<file path="config.mk">
export PLATFORM = sky130hd
export DESIGN_NAME = gpio_irq_port
export DESIGN_NICKNAME = d
export VERILOG_FILES = /design/src/rtl/gpio_irq_pkg.sv /design/src/rtl/gpio_sync.sv /design/src/rtl/gpio_irq_cell.sv /design/src/rtl/gpio_irq_port.sv
export SDC_FILE = /design/constraint.sdc
export NUM_CORES = 1
export LEC_CHECK = 0
export ABC_AREA = 1
export BUFFER_PORTS_ARGS = -buffer_cell sky130_fd_sc_hd__buf_2
export CORE_MARGIN = 2
export CORE_UTILIZATION = 31
export DETAILED_ROUTE_END_ITERATION = 6
export GPL_TIMING_DRIVEN = 1
export PLACE_DENSITY_LB_ADDON = 0.3
export SLEW_MARGIN = 20
export SYNTH_ARGS = -nofsm -noshare
export SYNTH_HDL_FRONTEND = slang
export SYNTH_HIERARCHICAL = 1
export SYNTH_SLANG_ARGS = --single-unit
</file>
<file path="constraint.sdc">
create_clock -name clk -period 1.55 [get_ports clk]
set_input_delay 0.0775 -clock clk [delete_from_list [all_inputs] [get_ports clk]]
set_output_delay 0.0775 -clock clk [all_outputs]
set_load 0.05 [all_outputs]
</file>
<file path="src/rtl/gpio_irq_pkg.sv">
package gpio_irq_pkg;

  localparam logic [7:0] OFS_DATA = 8'h00;
  localparam logic [7:0] OFS_DIR  = 8'h04;
  localparam logic [7:0] OFS_PROT = 8'h08;
  localparam logic [7:0] OFS_CLR  = 8'h0C;
  localparam logic [7:0] OFS_SENS = 8'h10;
  localparam logic [7:0] OFS_BOTH = 8'h14;
  localparam logic [7:0] OFS_POL  = 8'h18;
  localparam logic [7:0] OFS_EN   = 8'h1C;
  localparam logic [7:0] OFS_RAW  = 8'h20;
  localparam logic [7:0] OFS_ENST = 8'h24;
  localparam logic [7:0] OFS_SCLR = 8'h28;

  // Edge qualification for one pin: both edges, or the one picked by polarity.
  function automatic logic edge_hit(input logic both, input logic pol,
                                    input logic rise, input logic fall);
    return both ? (rise | fall) : (pol ? rise : fall);
  endfunction

  // Level qualification for one pin: active high when pol is 1.
  function automatic logic level_hit(input logic pol, input logic lvl);
    return pol ? lvl : ~lvl;
  endfunction

endpackage

</file>
<file path="src/rtl/gpio_sync.sv">
module gpio_sync #(
  parameter int W = 12
) (
  input  logic         clk,
  input  logic         rst_n,
  input  logic [W-1:0] raw_in,
  output logic [W-1:0] cur,
  output logic [W-1:0] prev
);
  logic [W-1:0] meta_q;
  logic [W-1:0] cur_q;
  logic [W-1:0] prev_q;

  always_ff @(posedge clk or negedge rst_n) begin
    if (!rst_n) begin
      meta_q <= '0;
      cur_q  <= '0;
      prev_q <= '0;
    end else begin
      meta_q <= raw_in;
      cur_q  <= meta_q;
      prev_q <= cur_q;
    end
  end

  assign cur  = cur_q;
  assign prev = prev_q;
endmodule

</file>
<file path="src/rtl/gpio_irq_cell.sv">
module gpio_irq_cell
  import gpio_irq_pkg::*;
(
  input  logic clk,
  input  logic rst_n,
  input  logic cur,
  input  logic prev,
  input  logic sense_level,
  input  logic both,
  input  logic pol,
  input  logic clr,
  output logic raw,
  output logic edge_evt
);
  logic latch_q;
  logic rise;
  logic fall;

  assign rise     = cur & ~prev;
  assign fall     = ~cur & prev;
  assign edge_evt = ~sense_level & edge_hit(both, pol, rise, fall);

  // A new event wins over a clear that arrives in the same cycle.
  always_ff @(posedge clk or negedge rst_n) begin
    if (!rst_n)        latch_q <= 1'b0;
    else if (edge_evt) latch_q <= 1'b1;
    else if (clr)      latch_q <= 1'b0;
  end

  assign raw = sense_level ? level_hit(pol, cur) : latch_q;
endmodule

</file>
<file path="src/rtl/gpio_irq_port.sv">
module gpio_irq_port
  import gpio_irq_pkg::*;
#(
  parameter int W  = 12,
  parameter int AW = 6
) (
  input  logic          clk,
  input  logic          rst_n,
  input  logic [AW-1:0] bus_addr,
  input  logic          bus_wr,
  input  logic [W-1:0]  bus_wdata,
  output logic [W-1:0]  bus_rdata,
  input  logic [W-1:0]  pin_in,
  output logic [W-1:0]  pin_out,
  output logic [W-1:0]  pin_oe,
  output logic          irq
);
  logic [W-1:0] out_q, dir_q, prot_q, sens_q, both_q, pol_q, en_q;
  logic [W-1:0] sync_cur, sync_prev;
  logic [W-1:0] raw_st, en_st, edge_evt, sclr_bits;
  logic wr_data, wr_dir, wr_prot, wr_clr, wr_sens, wr_both, wr_pol, wr_en, wr_sclr;

  assign wr_data = bus_wr && (bus_addr == OFS_DATA[AW-1:0]);
  assign wr_dir  = bus_wr && (bus_addr == OFS_DIR[AW-1:0]);
  assign wr_prot = bus_wr && (bus_addr == OFS_PROT[AW-1:0]);
  assign wr_clr  = bus_wr && (bus_addr == OFS_CLR[AW-1:0]);
  assign wr_sens = bus_wr && (bus_addr == OFS_SENS[AW-1:0]);
  assign wr_both = bus_wr && (bus_addr == OFS_BOTH[AW-1:0]);
  assign wr_pol  = bus_wr && (bus_addr == OFS_POL[AW-1:0]);
  assign wr_en   = bus_wr && (bus_addr == OFS_EN[AW-1:0]);
  assign wr_sclr = bus_wr && (bus_addr == OFS_SCLR[AW-1:0]);

  always_ff @(posedge clk or negedge rst_n) begin
    if (!rst_n) begin
      out_q  <= '0;
      dir_q  <= '0;
      prot_q <= '0;
      sens_q <= '0;
      both_q <= '0;
      pol_q  <= '0;
      en_q   <= '0;
    end else begin
      if (wr_data)     out_q <= (out_q & prot_q) | (bus_wdata & ~prot_q);
      else if (wr_clr) out_q <= out_q & ~(bus_wdata & dir_q & ~prot_q);
      if (wr_dir)  dir_q  <= bus_wdata;
      if (wr_prot) prot_q <= bus_wdata;
      if (wr_sens) sens_q <= bus_wdata;
      if (wr_both) both_q <= bus_wdata;
      if (wr_pol)  pol_q  <= bus_wdata;
      if (wr_en)   en_q   <= bus_wdata;
    end
  end

  gpio_sync #(.W(W)) u_sync (
    .clk(clk), .rst_n(rst_n), .raw_in(pin_in), .cur(sync_cur), .prev(sync_prev)
  );

  assign sclr_bits = wr_sclr ? bus_wdata : '0;

  for (genvar g = 0; g < W; g++) begin : g_pin
    gpio_irq_cell u_cell (
      .clk(clk), .rst_n(rst_n),
      .cur(sync_cur[g]), .prev(sync_prev[g]),
      .sense_level(sens_q[g]), .both(both_q[g]), .pol(pol_q[g]),
      .clr(sclr_bits[g]), .raw(raw_st[g]), .edge_evt(edge_evt[g])
    );
  end

  assign en_st   = raw_st & en_q;
  assign irq     = |en_st;
  assign pin_out = out_q;
  assign pin_oe  = dir_q;

  always_comb begin
    bus_rdata = '0;
    case (bus_addr)
      OFS_DATA[AW-1:0]: bus_rdata = (dir_q & out_q) | (~dir_q & sync_cur);
      OFS_DIR[AW-1:0]:  bus_rdata = dir_q;
      OFS_PROT[AW-1:0]: bus_rdata = prot_q;
      OFS_SENS[AW-1:0]: bus_rdata = sens_q;
      OFS_BOTH[AW-1:0]: bus_rdata = both_q;
      OFS_POL[AW-1:0]:  bus_rdata = pol_q;
      OFS_EN[AW-1:0]:   bus_rdata = en_q;
      OFS_RAW[AW-1:0]:  bus_rdata = raw_st;
      OFS_ENST[AW-1:0]: bus_rdata = en_st;
      default:          bus_rdata = '0;
    endcase
  end
endmodule

</file>
==> results_dict.tcl <==
set metrics [dict create \
    clock_latency_ns 0.42 \
    nets 1273 \
    seq_area_um2 3310 \
    swShare_pct 29.3 \
    hold_ws_ns 0.00998 \
    cpMostUsedCell "nand2_2" \
    dp_hpwl_um 15500 \
    dr.pass1.iters 6 \
    p_switching_mw 2.97 \
    p_total_mw 10.2 \
    root_buffer "clkbuf_16" \
    syn-instance-count 1016 \
    multi_input_area_um2 3560 \
    grt_max_degree 44 \
    drive_above_1_share_pct 28.6 \
    clockBufferDepth 2 \
    setup_violations 13 \
    fill_cells 2357 \
    stdcell_area_um2 10200 \
    p_int_mw 7.19 \
    area_growth_pct 36.9 \
    dpl_cell_area_um2 8820 \
    clock_sinks 132 \
    combPwrFrac_pct 18.6 \
    h-tree-depth 4 \
    cts_buffers 17 \
    cp_slowest_cell "dfrtp_1" \
    vias 7002 \
    clock_power_share_pct 40.9 \
    power.density_nw_per_um2 1000 \
    gp_congestion 0.868 \
    fin_crit_ns 1.92 \
    dp.cells 1471 \
    syn_nets 1073 \
    antenna_found_initial 0 \
    critical_path.cell_chain "inv_2, nand2_1, nand2_2, a21oi_2, nand2_2, nand2_2, a221oi_4, nand3_2, buf_8" \
    path_class "flop to output port" \
    clk_pin_slew_ns 0.06 \
    io_buffers 69 \
    finalNonFillerCells 1547 \
    start_util_pct 31.6 \
    n_antenna_cell 0 \
    final_common_cell "nand2_1" \
    wl_per_cell_um 14.1 \
    fin_skew_ns 0.00703 \
    status "finished, violations left" \
    leakage_nw 5.30 \
    cap_viol_max_count 0 \
    violations "setup timing" \
    finalCritPeriodShare_pct 124 \
    rsz0062_at_grt "yes" \
    wirelength_um 21800 \
    fp.dieH_um 159 \
    io_pins 70 \
    die_x_um 159 \
    synth_area_um2 7420 \
    arrival_ns 1.84 \
    synth_area_per_cell_um2 7.31 \
    worstPathMaxFanout 4 \
    cp.required_ns 1.47 \
    worst_slack_ns -0.365 \
    critPathLaunchType "flop" \
    max_freq_ghz 0.522 \
    layout_common_cells "nand2_1 (335), dfrtp_1 (127), inv_1 (115), buf_4 (110), nand3_1 (80)" \
    worst_pin_slew_ns 0.477 \
    final_antenna_net_count 0 \
    post-route-util_pct 43.3 \
    slew-limit-headroom_pct 68.2 \
    p_seq_share_pct 40.5 \
    via_per_inst 4.53 \
    grt_first_pass_wirelength_um 35600 \
    vdd_drop_max_uv 501 \
    maxSlewViolCount 0 \
    yosysWarningCount 6 \
    crit_path_end_kind "output port" \
    holdCritPathClass "input pin to flop" \
    cts_tree "yes" \
    dieArea_um2 25200 \
    grt_pass1_vias 6764 \
    core-area_um2 23500 \
    grt_use_total_pct 17.8 \
    finalHoldViolations 0 \
    slowest_delay_ns 0.42 \
    drc_errors 0 \
    rows 56 \
    overflow 0 \
    drt_iter0_markers 567 \
]
worst paths after layout:
kind | slack [ns] | to | cells after the start | startpoint
setup reg to reg | 0.08 | g_pin[7].u_cell/latch_q | 9 | u_sync/cur[7]
max in group asynchronous | 0.75 | pol_q[3] | 3 | rst_n
min in group asynchronous | 0.16 | u_sync/meta_q[1] | 2 | rst_n
hold / removal | 0.01 | flop | 5 | bus_wdata[7]
hold reg to reg | 0.35 | u_sync/cur[10] | 0 | u_sync/meta_q[10]
setup / recovery | -0.37 | irq | 9 | pol_q[2]
per-layer routing:
metal / share of wire, % / routed length [µm] / vias up / track usage [%]
li1: - / - / 3577 / -
met1: 48 / 10400 / 3213 / 25.3
met2: 45 / 9740 / 183 / 27.1
met3: 5.3 / 1160 / 29 / 3.24
met4: 2.0 / 431 / 0 / 6.51
met5: 0 / 0 / - / 0
critical path: cells and delay by family, from the launching register on:
| family | cells | cell delay [ns] |
|---|---|---|
| simple gates | 5 | 0.46 |
| buf+inv | 2 | 0.26 |
| flops | 1 | 0.42 |
| compound gates | 2 | 0.28 |
what timing repair did:
item,CTS,global route
hold buffers,15,0
setup buffers,29,10
resized for setup,69,58
endpoints found under the hold margin,67,0
pin swaps,41,59
setup endpoints to repair,13,15
power by group through the flow:
stage               clock network (mW)  logic (mW)  registers, mW
finish                            4.16        1.89           4.12
global route                      4.40        2.10           4.17
CTS                               4.24        1.80           4.09
detailed placement                   0        1.62           4.14
global placement                     0        1.60           4.13
floorplan                            0       0.776           4.25
final cells by class:
type,instances,share of cell area [%]
timing repair buffer,212,16.9
inverter,152,5.64
multi-input combinational,701,35.0
clock inverter,9,1.26
tap,319,3.93
sequential,132,32.6
clock buffer,22,4.67
metrics by stage:
step                      setup slack [ns]  setup TNS, ns
after floorplan                     0.0467              0
after global placement              -0.171         -0.237
after detailed placement            -0.198         -0.279
after CTS                           -0.437          -3.79
after global routing                -0.476          -4.19
final                               -0.365          -3.01
No activity file was read; power rests on OpenSTA's default activity.
